$ cat config.mk
export PLATFORM = sky130hd
export DESIGN_NAME = vtc_top
export DESIGN_NICKNAME = d
export VERILOG_FILES = /design/src/rtl/vtc_pkg.sv /design/src/rtl/vtc_match.sv /design/src/rtl/vtc_victim.sv /design/src/rtl/vtc_top.sv
export SDC_FILE = /design/constraint.sdc
export NUM_CORES = 2
export LEC_CHECK = 0
export BUFFER_PORTS_ARGS = -buffer_cell sky130_fd_sc_hd__buf_2
export CAP_MARGIN = 10
export CELL_PAD_IN_SITES_DETAIL_PLACEMENT = 0
export CELL_PAD_IN_SITES_GLOBAL_PLACEMENT = 1
export CORE_ASPECT_RATIO = 0.8
export CORE_MARGIN = 1
export CORE_UTILIZATION = 45
export CTS_BUF_LIST = sky130_fd_sc_hd__clkbuf_4
export DETAILED_ROUTE_END_ITERATION = 12
export PLACE_DENSITY_LB_ADDON = 0.1
export SYNTH_ARGS = -nofsm -noshare
export SYNTH_HDL_FRONTEND = slang
export SYNTH_SLANG_ARGS = --single-unit
$ cat constraint.sdc
create_clock -name clk -period 26.5 [get_ports clk]
set_input_delay 2.65 -clock clk [delete_from_list [all_inputs] [get_ports clk]]
set_output_delay 2.65 -clock clk [all_outputs]
set_load 0.005 [all_outputs]
$ cat src/rtl/vtc_pkg.sv
package vtc_pkg;

    // Size of the untranslated page offset for 4 KB pages
    localparam int unsigned PAGE_OFF_W = 12;

    // Status kept with each translation
    typedef struct packed {
        logic used;
        logic dirty;
    } vtc_flags_t;

endpackage

$ cat src/rtl/vtc_match.sv
// Parallel page comparator: one equality check per slot
module vtc_match #(
    parameter int unsigned N = 16,
    parameter int unsigned W = 20
) (
    input  logic [N-1:0]        valid,
    input  logic [N-1:0][W-1:0] tags,
    input  logic [W-1:0]        key,
    output logic [N-1:0]        hit
);
    for (genvar g = 0; g < N; g++) begin : g_cmp
        assign hit[g] = valid[g] && (tags[g] == key);
    end
endmodule

$ cat src/rtl/vtc_victim.sv
// Slot choice for a refill: same page, else lowest empty, else oldest
module vtc_victim #(
    parameter int unsigned N  = 16,
    parameter int unsigned AW = 4
) (
    input  logic [N-1:0]         same_page,
    input  logic [N-1:0]         valid,
    input  logic [N-1:0][AW-1:0] age,
    output logic [AW-1:0]        slot
);
    logic found;

    always_comb begin
        slot  = '0;
        found = 1'b0;
        for (int i = 0; i < N; i++) begin
            if (!found && same_page[i]) begin
                slot  = AW'(i);
                found = 1'b1;
            end
        end
        for (int i = 0; i < N; i++) begin
            if (!found && !valid[i]) begin
                slot  = AW'(i);
                found = 1'b1;
            end
        end
        for (int i = 0; i < N; i++) begin
            if (!found && age[i] == AW'(N - 1)) begin
                slot  = AW'(i);
                found = 1'b1;
            end
        end
    end
endmodule

$ cat src/rtl/vtc_top.sv
module vtc_top
    import vtc_pkg::*;
#(
    parameter int unsigned ENTRIES = 16,
    parameter int unsigned VA_W    = 32,
    parameter int unsigned PA_W    = 32
) (
    input  logic              clk,
    input  logic              rst_n,
    input  logic              flush,
    input  logic              lk_valid,
    input  logic              lk_write,
    input  logic [VA_W-1:0]   lk_vaddr,
    input  logic              fill_valid,
    input  logic [VA_W-PAGE_OFF_W-1:0] fill_vpn,
    input  logic [PA_W-PAGE_OFF_W-1:0] fill_ppn,
    input  logic              fill_used,
    input  logic              fill_dirty,
    output logic              lk_hit,
    output logic              lk_miss,
    output logic [PA_W-1:0]   lk_paddr,
    output logic              lk_prev_used,
    output logic              lk_prev_dirty
);
    localparam int unsigned VPN_W = VA_W - PAGE_OFF_W;
    localparam int unsigned PPN_W = PA_W - PAGE_OFF_W;
    localparam int unsigned AW    = (ENTRIES > 1) ? $clog2(ENTRIES) : 1;

    typedef logic [ENTRIES-1:0][AW-1:0] age_arr_t;

    typedef struct packed {
        logic [ENTRIES-1:0]             valid;
        vtc_flags_t [ENTRIES-1:0]       flags;
        logic [ENTRIES-1:0][VPN_W-1:0]  vpn;
        logic [ENTRIES-1:0][PPN_W-1:0]  ppn;
        age_arr_t                       age;
        logic                           hit;
        logic                           miss;
        logic [PA_W-1:0]                paddr;
        vtc_flags_t                     prev;
    } state_t;

    state_t s_d, s_q;

    // Move slot k to age 0; slots younger than k age by one
    function automatic age_arr_t touch(age_arr_t a, logic [AW-1:0] k);
        age_arr_t r;
        r = a;
        for (int i = 0; i < ENTRIES; i++) begin
            if (AW'(i) == k)
                r[i] = '0;
            else if (a[i] < a[k])
                r[i] = a[i] + AW'(1);
        end
        return r;
    endfunction

    logic [VPN_W-1:0]   lk_vpn;
    logic [ENTRIES-1:0] old_match, fill_match, hit_vec, age_max_vec;
    logic [AW-1:0]      victim, hit_idx;
    logic               fill_go;

    assign lk_vpn  = lk_vaddr[VA_W-1:PAGE_OFF_W];
    assign fill_go = fill_valid && !flush;

    vtc_match #(.N(ENTRIES), .W(VPN_W)) u_lk_match (
        .valid (s_q.valid),
        .tags  (s_q.vpn),
        .key   (lk_vpn),
        .hit   (old_match)
    );

    vtc_match #(.N(ENTRIES), .W(VPN_W)) u_fill_match (
        .valid (s_q.valid),
        .tags  (s_q.vpn),
        .key   (fill_vpn),
        .hit   (fill_match)
    );

    vtc_victim #(.N(ENTRIES), .AW(AW)) u_victim (
        .same_page (fill_match),
        .valid     (s_q.valid),
        .age       (s_q.age),
        .slot      (victim)
    );

    // Lookup sees the table as it stands after this cycle's refill
    always_comb begin
        hit_idx = '0;
        for (int i = 0; i < ENTRIES; i++) begin
            if (fill_go && victim == AW'(i))
                hit_vec[i] = (fill_vpn == lk_vpn);
            else
                hit_vec[i] = old_match[i];
            age_max_vec[i] = (s_q.age[i] == AW'(ENTRIES - 1));
        end
        for (int i = 0; i < ENTRIES; i++) begin
            if (hit_vec[i])
                hit_idx = AW'(i);
        end
    end

    always_comb begin
        s_d       = s_q;
        s_d.hit   = 1'b0;
        s_d.miss  = 1'b0;
        s_d.paddr = '0;
        s_d.prev  = '0;

        if (fill_go) begin
            s_d.valid[victim]       = 1'b1;
            s_d.vpn[victim]         = fill_vpn;
            s_d.ppn[victim]         = fill_ppn;
            s_d.flags[victim].used  = fill_used;
            s_d.flags[victim].dirty = fill_dirty;
            s_d.age                 = touch(s_d.age, victim);
        end

        if (lk_valid) begin
            if (|hit_vec) begin
                s_d.hit   = 1'b1;
                s_d.paddr = {s_d.ppn[hit_idx], lk_vaddr[PAGE_OFF_W-1:0]};
                s_d.prev  = s_d.flags[hit_idx];
                s_d.flags[hit_idx].used = 1'b1;
                if (lk_write)
                    s_d.flags[hit_idx].dirty = 1'b1;
                s_d.age = touch(s_d.age, hit_idx);
            end else begin
                s_d.miss = 1'b1;
            end
        end

        if (flush)
            s_d.valid = '0;
    end

    always_ff @(posedge clk) begin
        if (!rst_n) begin
            s_q <= '0;
            for (int i = 0; i < ENTRIES; i++)
                s_q.age[i] <= AW'(i);
        end else begin
            s_q <= s_d;
        end
    end

    assign lk_hit        = s_q.hit;
    assign lk_miss       = s_q.miss;
    assign lk_paddr      = s_q.paddr;
    assign lk_prev_used  = s_q.prev.used;
    assign lk_prev_dirty = s_q.prev.dirty;

    // result flags are exclusive
    a_r2_hit_miss_excl: assert property (@(posedge clk) disable iff (!rst_n)
        !(lk_hit && lk_miss));

    // a result only follows a request
    a_r2_result_after_req: assert property (@(posedge clk) disable iff (!rst_n)
        (lk_hit || lk_miss) |-> $past(lk_valid));

    // page offset passes through untranslated
    a_r1_offset_kept: assert property (@(posedge clk) disable iff (!rst_n)
        lk_hit |-> (lk_paddr[PAGE_OFF_W-1:0] == $past(lk_vaddr[PAGE_OFF_W-1:0])));

    // a page is never held in two slots
    a_r7_single_copy: assert property (@(posedge clk) disable iff (!rst_n)
        $onehot0(old_match));

    // exactly one slot carries the oldest age
    a_r6_one_oldest: assert property (@(posedge clk) disable iff (!rst_n)
        $onehot(age_max_vec));

    // a lookup right after a flush (without a refill) misses
    a_r8_flush_misses: assert property (@(posedge clk) disable iff (!rst_n)
        ($past(flush) && lk_valid && !fill_valid) |=> lk_miss);

endmodule

### Yosys cells after proc, flatten, opt, wreduce, memory -nomap -nowiden

Index checks and enable logic that the tools add are counted.

| word-level totals | value |
|---|---|
| memories | 0 |
| bits in latches | 0 |
| bits in registers | 788 |
| output and inout bits | 36 |
| memory bits (writable) | 0 |
| input bits | 80 |
| logic and storage cells | 641 |
| bits in read-only memories | 0 |

| operators by class | value |
|---|---|
| $lt $le $gt $ge | 36 |
| multiplexer cells | 223 |
| bitwise operators | 2 |
| multipliers | 0 |
| eq/ne operators | 94 |
| divide/modulo/power cells | 0 |
| reductions and logical operators | 168 |
| add/subtract/negate cells | 32 |
| shift-type cells | 0 |

Operators by type and width:

| cell | count |
|---|---|
| $mux 736 | 1 |
| $eq 20x20->1 | 33 |
| $bwmux 320 | 2 |
| $mux 4 | 120 |
| $add 4x1->4 const B | 32 |
| $bwmux 32 | 4 |
| $lt 4x4->1 | 32 |
| $mux 100 | 1 |
| $logic_and 1x1->1 | 98 |
| $eq 4x4->1 const B | 24 |
| $mux 32 | 3 |
| $bmux 20 s4 | 1 |
| $demux 20 s4 | 1 |
| $mux 1 | 69 |
| $mux 65 | 1 |
| $eq 4x4->1 const A | 16 |
| $logic_not 1->1 | 64 |
| $mux 20 | 2 |
| $mux 34 | 1 |
| $bmux 4 s4 | 2 |
| $demux 2 s4 | 4 |
| $eq 3x4->1 const A | 8 |
| $eq 2x4->1 const A | 4 |
| $eq 4x3->1 const B | 4 |
| 16 further kinds | 28 |

### Logic depth before layout (Yosys ltp)

| logic depth | value |
|---|---|
| depth in word-level cells | 171 |
| gate-level depth with buffers | 43 |
| depth with buffers taken out | 38 |

### By module

A second synthesis with hierarchy kept.

| second synthesis, totals | value |
|---|---|
| cells, all modules | 5901 |
| area, all modules | 46270.6 µm² |

Modules (own cells, without submodules):

| module | sequential area each (µm²) | cells each | area an instance (µm²) | instances |
|---|---|---|---|---|
| vtc_top | 15775.1 | 4835 | 37802.5 | 1 |
| vtc_match | 0.0 | 472 | 3848.7 | 2 |
| vtc_victim | 0.0 | 122 | 770.7 | 1 |

### Least setup slack after synthesis

OpenSTA, ideal clock, no wires.

| path | value |
|---|---|
| kind | input to register |
| start | input port fill_vpn[2] |
| end | register, netlist name s_q[67] |
| library setup time | 0.074 ns |
| data required time | 26.426 ns |
| setup slack | 14.688 ns |
| buffers on the path | 3 |
| stages on the path | 35 |
| arrival | 11.738 ns |
| cell sequence | buf_4 xor2_1 or4b_1 or4_1 a311oi_1 o211ai_1 a2111oi_2 a41oi_2 o211ai_2 buf_2 buf_1 mux2_2 nand2_1 o21ai_0 a32o_1 a221oi_1 ha_1 a21oi_1 a31oi_1 nor2_1 and4_1 xnor2_1 nor2_1 a22o_1 a221oi_1 o311ai_0 a21oi_1 o211ai_1 a21oi_1 ha_1 a21o_1 a31oi_4 nand4_1 or4_1 a31oi_1 |

| on the way | value |
|---|---|
| longest elaborated chain between the ends | 169 |
| elaborated cells between the ends (all ways) | 360 |
| classes of those cells | 1 x add/sub; 17 x order compare; 48 x eq/ne; 166 x mux; 128 x reduce/logical |

Ends and longest elaborated chain:

| what | RTL line | RTL |
|---|---|---|
| from (decl) | vtc_top.sv:15 | `input logic [VA_W-PAGE_OFF_W-1:0] fill_vpn,` |
| $eq 20x20->1 | vtc_match.sv:12 | `assign hit[g] = valid[g] && (tags[g] == key);` |
| $logic_and 1x1->1 | vtc_match.sv:12 |  |
| $mux 1 | vtc_victim.sv:17 | `if (!found && same_page[i]) begin` |
| $logic_not 1->1 | vtc_victim.sv:17 |  |
| $logic_and 1x1->1 | vtc_victim.sv:17 |  |
| $mux 1 | vtc_victim.sv:17 |  |
| $logic_not 1->1 | vtc_victim.sv:17 |  |
| $logic_and 1x1->1 | vtc_victim.sv:17 |  |
| [... 140 more ...] | - |  |
| $mux 4 (14 in a row) | vtc_top.sv:98 | `if (hit_vec[i])` |
| $bmux 4 s4 | vtc_top.sv:52 | `else if (a[i] < a[k])` |
| $mux 4 (implied by the code) | vtc_top.sv:52 |  |
| $lt 4x4->1 | vtc_top.sv:52 |  |
| $mux 4 | vtc_top.sv:52 |  |
| $mux 4 | vtc_top.sv:50 | `if (AW'(i) == k)` |
| $mux 65 | vtc_top.sv:120 | `if (\|hit_vec) begin` |
| $mux 100 (*) | vtc_top.sv:119 | `if (lk_valid) begin` |

Every way passes the cells marked *; elsewhere a longest branch is shown, timed or not. The select of a mux whose other input is x is not followed.
A chain may end at the register's enable or synchronous reset.

### Worst setup path after layout

| path | value |
|---|---|
| start | input port fill_vpn[4] |
| end | register, netlist name s_q[67] |

| on the way | value |
|---|---|
| longest elaborated chain between the ends | 169 |
| elaborated cells between the ends (all ways) | 360 |
| classes of those cells | 1 x add/sub; 17 x order compare; 48 x eq/ne; 166 x mux; 128 x reduce/logical |

Ends and longest elaborated chain:

| what | RTL line |
|---|---|
| $eq 20x20->1 | vtc_match.sv:12 |
| $logic_and 1x1->1 | vtc_match.sv:12 |
| $mux 1 | vtc_victim.sv:17 |
| $logic_not 1->1 | vtc_victim.sv:17 |
| $logic_and 1x1->1 | vtc_victim.sv:17 |
| $mux 1 | vtc_victim.sv:17 |
| $logic_not 1->1 | vtc_victim.sv:17 |
| $logic_and 1x1->1 | vtc_victim.sv:17 |
| [... 140 more ...] | - |
| $mux 4 (14 in a row) | vtc_top.sv:98 |
| $bmux 4 s4 | vtc_top.sv:52 |
| $mux 4 (implied by the code) | vtc_top.sv:52 |
| $lt 4x4->1 | vtc_top.sv:52 |
| $mux 4 | vtc_top.sv:52 |
| $mux 4 | vtc_top.sv:50 |
| $mux 65 | vtc_top.sv:120 |
| $mux 100 (*) | vtc_top.sv:119 |

Marks and branches as above.

==> flow_summary.yaml <==
timing:
  slew_headroom_pct: 22.65
  hold_viol: 0
  maxSlewViolCount: 0
  min_period_over_period_pct: 44.52
  fmax_mhz: 84.75
  fin_setup_tns_ns: 0
  skew_ns: 0.08423
  setup_viol: 0
  fin_crit_ns: 11.80
  tightest_slew_ns: 1.150
  rsz0062_at_grt: "false"
layout:
  utilization_pct: 49.00
  drive_above_1_share_pct: 11.73
  final_cells: 7725
  final_common_cell: "nand2_1"
  finalNetCount: 6348
  regArea_um2: 15780
  multi_input_area_um2: 30120
  fill_cells: 10715
  syn_to_final_growth_pct: 7.834
  most-common-layout-cells: "nand2_1, dfxtp_1, a21oi_1"
synthesis:
  syn-num-nets: 6413
  ys_seq_area_share_pct: 32.62
  yosys_warnings: 0
  yosysUniqueCellTypes: 119
  synth-edff-count: 0
  netlist_area_um2: 48360
  synthCells: 6221
  synthArstFlopShare_pct: 0
  yosys_register_bits: 788
  synthFlopType: "dfxtp_1"
  synth.avg_cell_area_um2: 7.773
critical_path:
  crit_path_start_kind: "input pin"
  cp_slowest_cell: "o211a_1"
  cp.required_ns: 27.64
  worst-path-max-fanout: 27
  startpoint: "fill_vpn[4]"
  cp_num_buf_inv: 4
  end_kind: "register"
  max_stage_delay_ns: 0.84
  critPathTopFamily: "compound AO/OA/AOI/OAI gates"
  r2r_slack_ns: 16.61
  r2r_cells: 32
  rr_endpoint: "s_q[67]$_SDFF_PN0_"
  critical_path_arrival_ns: 12.94
  worst-setup-path-type: "input pin to register"
  crit_top_cell: "buf_4"
route:
  drt_wl_total_um: 209100
  detail-route-antenna-nets: 0
  drt_iter0_markers: 5822
  wire_per_inst_um: 27.06
  vias: 47858
  drc: 0
  vias_per_cell: 6.195
  first_pass_iters: 6
clock_tree:
  numCtsBuffers: 207
  clk_latency_ns: 1.28
  h-tree-depth: 4
  cts_tree: "yes"
  cts_buffer_depth: 3
  cts_resized: 0
  cts.root.buffer_cell: "clkbuf_4"
  post_cts_buffers: 0
  clk_pin_slew_ns: 0.06
  cts_hold_repair.buffers: 0
  cts_num_sinks: 788
power_and_ir_drop:
  powerDensity_nw_per_um2: 50.69
  leakage_nw: 19.19
  max-vdd-ir-drop_v: 0.00003590
die:
  die_w_um: 368.5
  row_count: 107
  ios: 116
  core_um2: 106400
  start_util_pct: 45.44
  die_y_um: 295.2
  dieArea_um2: 108800
run:
  drv_cap: 0
global_routing:
  grt_first_pass_wirelength_um: 301400
  antenna_found_initial: 10
  grt_usage_pct: 37.28
  grt.overflow.total: 0
  grt_max_degree: 209
  first_global_vias: 43556
status:
  status: "finished clean"
placement:
  dp.final_hpwl_um: 133800
  port_buffers: 115
  place_inst: 7364
  gp_congestion: 1.018
hold_path:
  min_to: "s_q[280]$_SDFF_PN0_"
  holdPathStages: 2
  hold_class: "register to register"
  hold_start: "s_q[280]$_SDFF_PN0_"
cell families after synthesis:
family          count (synthesis)  synth area share, %
simple gates                 2488                23.87
fa+ha+maj                     121                3.097
flops                         788                32.62
xor+xnor                      700                12.68
buf+inv                       589                5.545
compound gates               1258                16.41
mux                           277                5.788
Yosys cell counts, drive strengths merged (11+ instances only):
library cell | n | area share [%]
and4 | 14 | 0.26
a21boi | 19 | 0.30
ha | 112 | 2.9
nor3 | 105 | 1.2
nor2b | 13 | 0.17
nand3 | 146 | 1.5
mux2 | 18 | 0.42
o211ai | 29 | 0.47
a22oi | 13 | 0.20
nand2 | 1131 | 8.8
nand2b | 43 | 0.56
a211oi | 22 | 0.35
clkbuf | 356 | 2.8
nand4 | 187 | 2.5
or4 | 24 | 0.38
o21a | 33 | 0.51
o22ai | 101 | 1.3
o22a | 15 | 0.27
nor4b | 14 | 0.28
nor2 | 499 | 3.9
xnor2 | 429 | 7.8
nor3b | 20 | 0.32
or3 | 21 | 0.27
mux2i | 259 | 5.4
o221ai | 70 | 1.3
and3 | 47 | 0.61
o31ai | 18 | 0.41
and2 | 31 | 0.40
nand3b | 19 | 0.29
a41oi | 11 | 0.21
a31oi | 54 | 0.76
a21o | 18 | 0.28
buf | 171 | 2.3
nor4 | 105 | 1.4
dfxtp | 788 | 33
xor2 | 271 | 4.9
o21ai | 168 | 1.7
or3b | 19 | 0.34
a21oi | 566 | 5.9
or2 | 30 | 0.39
a31o | 11 | 0.20
inv | 61 | 0.47
report_power, final:
part	leakage, nW	switching, mW	total (mW)	internal (mW)
combinational	11.3	0.225	0.329	0.104
clock	1.55	0.567	1.10	0.537
sequential	6.35	0.0169	1.21	1.19
total	19.2	0.809	2.64	1.83
how the worst max path moves through the flow:
stage / endpoint / depth (start not counted) / slack [ns]
6_report: s_q[67]$_SDFF_PN0_ / 34 / 14.70
5_1_grt: s_q[67]$_SDFF_PN0_ / 34 / 14.36
4_1_cts: s_q[67]$_SDFF_PN0_ / 34 / 15.20
3_5_place_dp: s_q[67]$_SDFF_PN0_ / 34 / 13.90
3_3_place_gp: s_q[67]$_SDFF_PN0_ / 32 / 14.08
2_1_floorplan: s_q[67]$_SDFF_PN0_ / 35 / 14.69
worst min-delay path, stage by stage (launching register included):
cell,delay [ns]
dfxtp_1,0.31
nand2_1,0.05
a21oi_1,0.05
per-stage QoR:
step                setup WS [ns]  hold WS [ns]  power, mW  cell area (um2)
floorplan                   14.69        0.4320      1.452            48360
global placement            14.08        0.4379      1.553            49530
detailed placement          13.90        0.4434      1.554            49530
CTS                         15.20        0.4527      2.652            52130
global route                14.36        0.4693      2.744            52150
finish                      14.70        0.4531      2.643            52150
routing by layer:
metal  share of wire, %  global-route usage [%]  routed length, um
met2                 41                   52.91              84850
met4                3.4                   13.24               7084
met3                 11                   8.511              22590
met5                  0                       0                  0
met1                 45                   54.48              94540
layout make-up:
cell class	instances	share of cell area [%]
diodes	8	0.03839
clock buffers	296	4.261
clock inverters	57	0.7198
multi-input cells	4844	57.75
well taps	1417	3.400
inverters	62	0.4607
repair buffers	253	3.114
flip-flops and latches	788	30.25
(Power assumes the default switching activity.)
